[src/rtl/tc_mul_pkg.sv]
package tc_mul_pkg;

  // Number of levels of a binary tree spanning w leaves (w >= 2).
  function automatic int ceil_log2(input int w);
    int r;
    r = 0;
    while ((1 << r) < w) r++;
    return r;
  endfunction

endpackage

[src/rtl/tc_mul_trunc.sv]
// Truncated signed array: only product columns 0..N are built.
module tc_mul_trunc #(
  parameter int N = 8
) (
  input  logic [N-1:0] mcand,
  input  logic [N-1:0] mplier,
  output logic [N:0]   prod
);
  localparam int PW = N + 1;

  logic [PW-1:0] mcand_sx;
  logic [PW-1:0] row [N];
  logic [PW-1:0] acc [N+1];

  assign mcand_sx = {mcand[N-1], mcand};
  assign acc[0]   = '0;

  for (genvar i = 0; i < N; i++) begin : g_row
    logic [PW-1:0] shifted;
    assign shifted = mcand_sx << i;
    if (i == N - 1) begin : g_neg
      // the weight of the sign bit of the multiplier is negative
      assign row[i]  = mplier[i] ? (~shifted + 1'b1) : '0;
    end else begin : g_pos
      assign row[i]  = mplier[i] ? shifted : '0;
    end
    assign acc[i+1] = acc[i] + row[i];
  end

  assign prod = acc[N];

  logic signed [2*N-1:0] chk_full;
  assign chk_full = $signed(mcand) * $signed(mplier);

  always_comb begin
    p_trunc_bits_r1: assert (prod == chk_full[N:0]);
  end
endmodule

[src/rtl/ovf_suffix_or_bk.sv]
// Prefix OR in Brent-Kung form: y[k] = x[0] | ... | x[k].
module ovf_suffix_or_bk #(
  parameter int W = 6
) (
  input  logic [W-1:0] x,
  output logic [W-1:0] y
);
  localparam int L = tc_mul_pkg::ceil_log2(W);
  localparam int M = 1 << L;
  localparam int S = 2 * L;

  logic [S-1:0][M-1:0] st;

  for (genvar j = 0; j < M; j++) begin : g_in
    if (j < W) begin : g_live
      assign st[0][j] = x[j];
    end else begin : g_pad
      assign st[0][j] = 1'b0;
    end
  end

  // up-sweep: node j at level d+1 combines blocks of 2^(d+1)
  for (genvar d = 0; d < L; d++) begin : g_up
    for (genvar j = 0; j < M; j++) begin : g_node
      if (((j + 1) % (1 << (d + 1))) == 0) begin : g_op
        assign st[d+1][j] = st[d][j] | st[d][j-(1<<d)];
      end else begin : g_wire
        assign st[d+1][j] = st[d][j];
      end
    end
  end

  // down-sweep: fill in the positions the up-sweep left partial
  for (genvar e = 0; e < L - 1; e++) begin : g_dn
    localparam int D = L - 2 - e;
    for (genvar j = 0; j < M; j++) begin : g_node
      if ((((j + 1) % (1 << (D + 1))) == (1 << D)) && (j >= (1 << (D + 1)))) begin : g_op
        assign st[L+e+1][j] = st[L+e][j] | st[L+e][j-(1<<D)];
      end else begin : g_wire
        assign st[L+e+1][j] = st[L+e][j];
      end
    end
  end

  for (genvar k = 0; k < W; k++) begin : g_out
    assign y[k] = st[S-1][k];
  end

  always_comb begin
    p_prefix_total_r2: assert (y[W-1] == (|x));
    p_prefix_first_r2: assert (y[0] == x[0]);
    for (int k = 0; k < W - 1; k++) begin
      p_prefix_mono_r2: assert (!y[k] || y[k+1]);
    end
  end
endmodule

[src/rtl/ovf_prelim.sv]
// Early overflow test from operand bits only.
module ovf_prelim #(
  parameter int N = 8
) (
  input  logic [N-1:0] opa,
  input  logic [N-1:0] opb,
  output logic         early_ovf
);
  localparam int W = N - 2;

  logic [W-1:0] a_rel;   // a_rel[k]: bit N-2-k of opa differs from its sign
  logic [W-1:0] b_rel;   // b_rel[i-1]: bit i of opb differs from its sign
  logic [W-1:0] a_any;   // a_any[k]: some opa bit in N-2..N-2-k differs
  logic [W-1:0] term;

  for (genvar k = 0; k < W; k++) begin : g_rel
    assign a_rel[k] = opa[N-2-k] ^ opa[N-1];
    assign b_rel[k] = opb[k+1]   ^ opb[N-1];
  end

  ovf_suffix_or_bk #(.W(W)) u_scan (
    .x (a_rel),
    .y (a_any)
  );

  // multiplier bit i pairs with the OR of multiplicand bits N-2 down to N-1-i
  for (genvar i = 0; i < W; i++) begin : g_term
    assign term[i] = a_any[i] & b_rel[i];
  end

  assign early_ovf = |term;

  always_comb begin
    p_early_quiet_r2: assert (!((b_rel == '0) && early_ovf));
    p_early_quiet_a_r2: assert (!((a_rel == '0) && early_ovf));
  end
endmodule

[src/rtl/tc_mul_ovf.sv]
module tc_mul_ovf #(
  parameter int N = 8
) (
  input  logic [N-1:0] opa,
  input  logic [N-1:0] opb,
  output logic [N-1:0] prod_lo,
  output logic         ovf
);
  logic [N:0] prod_top;
  logic       early_ovf;
  logic       late_ovf;

  tc_mul_trunc #(.N(N)) u_array (
    .mcand  (opa),
    .mplier (opb),
    .prod   (prod_top)
  );

  ovf_prelim #(.N(N)) u_early (
    .opa       (opa),
    .opb       (opb),
    .early_ovf (early_ovf)
  );

  assign late_ovf = prod_top[N] ^ prod_top[N-1];
  assign prod_lo  = prod_top[N-1:0];
  assign ovf      = early_ovf | late_ovf;

  always_comb begin
    if ((opa == '0) || (opb == '0)) begin
      p_zero_operand_r3: assert (!ovf && (prod_lo == '0));
    end
    if (opb == N'(1)) begin
      p_times_one_r6: assert (!ovf && (prod_lo == opa));
    end
    if (!ovf && (opa != '0) && (opb != '0)) begin
      p_result_sign_r7: assert (prod_lo[N-1] == (opa[N-1] ^ opb[N-1]));
    end
  end
endmodule

[config.mk]
export PLATFORM = sky130hd
export DESIGN_NAME = tc_mul_ovf
export DESIGN_NICKNAME = d
export VERILOG_FILES = /design/src/rtl/tc_mul_pkg.sv /design/src/rtl/tc_mul_trunc.sv /design/src/rtl/ovf_suffix_or_bk.sv /design/src/rtl/ovf_prelim.sv /design/src/rtl/tc_mul_ovf.sv
export SDC_FILE = /design/constraint.sdc
export NUM_CORES = 1
export LEC_CHECK = 0
export CAP_MARGIN = 20
export CORE_MARGIN = 10
export CORE_UTILIZATION = 47
export DETAILED_ROUTE_END_ITERATION = 16
export DONT_BUFFER_PORTS = 1
export PLACE_DENSITY_LB_ADDON = 0.12
export SLEW_MARGIN = 20
export SYNTH_ARGS = -nofsm -noshare
export SYNTH_HDL_FRONTEND = slang
export SYNTH_SLANG_ARGS = --single-unit
[constraint.sdc]
create_clock -name vclk -period 4.9
set_input_delay 0 -clock vclk [all_inputs]
set_output_delay 0 -clock vclk [all_outputs]
set_load 0.1 [all_outputs]
==> impl_metrics.xml <==
<?xml version="1.0" encoding="UTF-8"?>
<metrics>
  <group name="routing">
    <metric name="finalWirelength" unit="mm">2.51</metric>
    <metric name="drt-pass1-iter-count" unit="">4</metric>
    <metric name="drc" unit="">0</metric>
    <metric name="final_antenna_net_count" unit="">0</metric>
    <metric name="routedWlPerCell" unit="um">15.2</metric>
    <metric name="routed-via-count" unit="">870</metric>
    <metric name="routed_vias_inst" unit="">5.27</metric>
    <metric name="dr.first_iter.drc_count" unit="">17</metric>
  </group>
  <group name="logic_synthesis">
    <metric name="syn_nets" unit="">191</metric>
    <metric name="leading_cell_types_by_total_area_after_synthesis" unit="">fa_1, ha_1, nand2_1</metric>
    <metric name="synth.yosys.seq_area_share" unit="%">0</metric>
    <metric name="synth_top_cell_area_share" unit="%">32.3</metric>
    <metric name="synth.most_common_cell" unit="">nand2_1</metric>
    <metric name="synthCells" unit="">143</metric>
    <metric name="synth_warn" unit="">0</metric>
    <metric name="synth.distinct_cells" unit="">28</metric>
    <metric name="post-synth-top-area-cell" unit="">fa_1</metric>
    <metric name="synth_commonest_cells" unit="">nand2_1, inv_1, fa_1</metric>
    <metric name="mappedNetlistArea" unit="sq um">1240</metric>
    <metric name="syn_area_per_cell" unit="sq um">8.67</metric>
  </group>
  <group name="global_route">
    <metric name="antenna_found_initial" unit="">0</metric>
    <metric name="grt_start_max_net_pins" unit="">11</metric>
    <metric name="globalRouteMet2Util" unit="%">19.6</metric>
    <metric name="groute.layer.met3.usage" unit="%">1.79</metric>
    <metric name="use_met1" unit="%">12.5</metric>
    <metric name="overflow" unit="">0</metric>
    <metric name="grt_use_total" unit="%">10.4</metric>
    <metric name="grt_pass1_wl" unit="mm">4.60</metric>
    <metric name="vias_in_the_first_global_route" unit="">982</metric>
    <metric name="busiest_layer" unit="">met2</metric>
  </group>
  <group name="critical_path">
    <metric name="setup.worst_path.class" unit="">in -&gt; out</metric>
    <metric name="worstSetupEndpointType" unit="">primary output</metric>
    <metric name="cp_data_required_time" unit="ns">4.90</metric>
    <metric name="crit_path_max_fanout" unit="">8</metric>
    <metric name="crit_path_start_kind" unit="">primary input</metric>
    <metric name="data_arrival_at_the_endpoint_of_the_critical_path" unit="ns">4.07</metric>
  </group>
  <group name="sta">
    <metric name="timing_hold_violations_final" unit="">0</metric>
    <metric name="achievable-frequency" unit="GHz">0.246</metric>
    <metric name="maxSlewHeadroom" unit="%">35.6</metric>
    <metric name="worstMarginPinSlew" unit="ns">0.972</metric>
    <metric name="unrepaired_setup_endpoints_after_global_routing" unit="">no</metric>
    <metric name="hold_slack" unit="ns">0.463</metric>
    <metric name="fin_tns_setup" unit="ns">0</metric>
    <metric name="setup_viol_count_final" unit="">0</metric>
    <metric name="fin_crit_sh" unit="%">83.0</metric>
    <metric name="timing.final.crit_period" unit="ns">4.07</metric>
    <metric name="timing_max_transition_violations_final" unit="">0</metric>
  </group>
  <group name="worst_hold_path">
    <metric name="min_delay_worst_endpoint" unit="">prod_lo[0]</metric>
    <metric name="worstHoldPathType" unit="">in -&gt; out</metric>
    <metric name="hold_start" unit="">opa[0]</metric>
    <metric name="whs_path_depth" unit="">1</metric>
  </group>
  <group name="clocking">
    <metric name="postCtsResizedCells" unit="">0</metric>
    <metric name="cts.repair_timing.setup_buffer_count" unit="">0</metric>
    <metric name="cts.hold.buffers_added" unit="">0</metric>
  </group>
  <group name="cells_and_area">
    <metric name="diodes" unit="">0</metric>
    <metric name="regArea" unit="sq um">0</metric>
    <metric name="finalCoreUtilization" unit="%">50.4</metric>
    <metric name="design.seq.count" unit="">0</metric>
    <metric name="num-clock-buffers" unit="">0</metric>
    <metric name="layout-area-overhead-vs-synth" unit="%">1.61</metric>
    <metric name="area_occupied_by_multi_input_gates" unit="sq um">1140</metric>
    <metric name="drive_above_1_share" unit="%">4.44</metric>
    <metric name="fillCellCount" unit="">252</metric>
    <metric name="final_nets" unit="">185</metric>
  </group>
  <group name="power">
    <metric name="vdd_ir_drop_max" unit="V">0.000483</metric>
    <metric name="total_leakage_power" unit="nW">0.603</metric>
    <metric name="post-layout-total-power" unit="uW">631</metric>
    <metric name="power_density" unit="nW/um^2">501</metric>
  </group>
  <group name="die">
    <metric name="die_span_x" unit="um">71.4</metric>
    <metric name="floorplan.die_area" unit="sq um">5090</metric>
    <metric name="core-area" unit="sq um">2500</metric>
    <metric name="fp.dieH" unit="um">71.4</metric>
    <metric name="io_pins" unit="">25</metric>
    <metric name="initial_core_utilization" unit="%">49.6</metric>
    <metric name="fp-row-count" unit="">18</metric>
  </group>
  <group name="outcome">
    <metric name="status" unit="">finished clean</metric>
  </group>
  <group name="placement">
    <metric name="port_buffers" unit="">0</metric>
    <metric name="gp_congestion" unit="">0.754</metric>
    <metric name="half_perimeter_wire_length_after_detailed_placement" unit="mm">2.11</metric>
  </group>
  <group name="job">
    <metric name="max-cap-violations" unit="">0</metric>
  </group>
</metrics>
-- where the power goes --
| part | total [mW] | switching, mW | internal [mW] | leakage (nW) |
|---|---|---|---|---|
| logic | 0.631 | 0.414 | 0.217 | 0.603 |
| clock network | 0 | 0 | 0 | 0 |
| registers | 0 | 0 | 0 | 0 |
-- cell type report --
cell class	instances	area share, %
timing repair buffer	1	0.596
tap	30	2.98
inverter	21	6.26
multi-input combinational	113	90.2
-- cells by family (layout without fill, tap and decap cells) --
family	count (synthesis)	count (layout)	synth area share, %
compound gates	7	7	4.04
xor+xnor	19	19	19.5
mux	1	1	0.807
fa+ha+maj	32	32	44.4
simple gates	54	54	21.0
buf+inv	30	22	10.3
-- worst max path at each step --
stage / startpoint / to
finish: opa[5] / ovf
global route: opa[5] / ovf
CTS: opa[5] / ovf
detailed placement: opa[5] / ovf
global placement: opa[5] / ovf
floorplan: opa[1] / ovf
-- worst max-delay path: stages --
cell,delay (ns)
and2_1,0.15
fa_1,0.50
fa_1,0.54
inv_1,0.05
fa_1,0.52
inv_1,0.04
ha_1,0.27
ha_1,0.16
inv_1,0.05
fa_1,0.44
xnor2_4,0.19
xnor3_1,0.23
xnor3_1,0.37
xnor3_1,0.25
nand3_4,0.29
-- per-layer routing --
layer | wire [um] | part of all wire (%)
met1 | 984 | 39
met2 | 1320 | 53
met3 | 202 | 8.1
met4 | 0 | 0
met5 | 0 | 0
-- stage by stage --
stage	worst slack (ns)	cells	instance area, sq um
floorplan	0.194	143	1260
global placement	0.821	165	1260
global route	0.585	165	1260
finish	0.832	165	1260
detailed placement	0.810	165	1260
CTS	0.795	165	1260
-- cells in the final DEF, fill, tap and decap left out --
master	count
a2111oi_0	1
xnor2_1	8
buf_4	1
nor3_1	3
a211oi_1	2
xnor2_2	1
a21oi_1	1
a21o_1	1
inv_1	21
o211ai_1	1
fa_1	20
nor2_1	1
and3_1	1
xor2_1	5
nand3_4	1
and2_1	16
mux2i_1	1
nor4_1	1
nand2b_1	1
nand2_1	28
nand3_1	1
xnor3_1	3
ha_1	12
xnor2_4	2
a31oi_1	1
or3_2	1
Note: power is estimated with default switching activity, not from simulation.
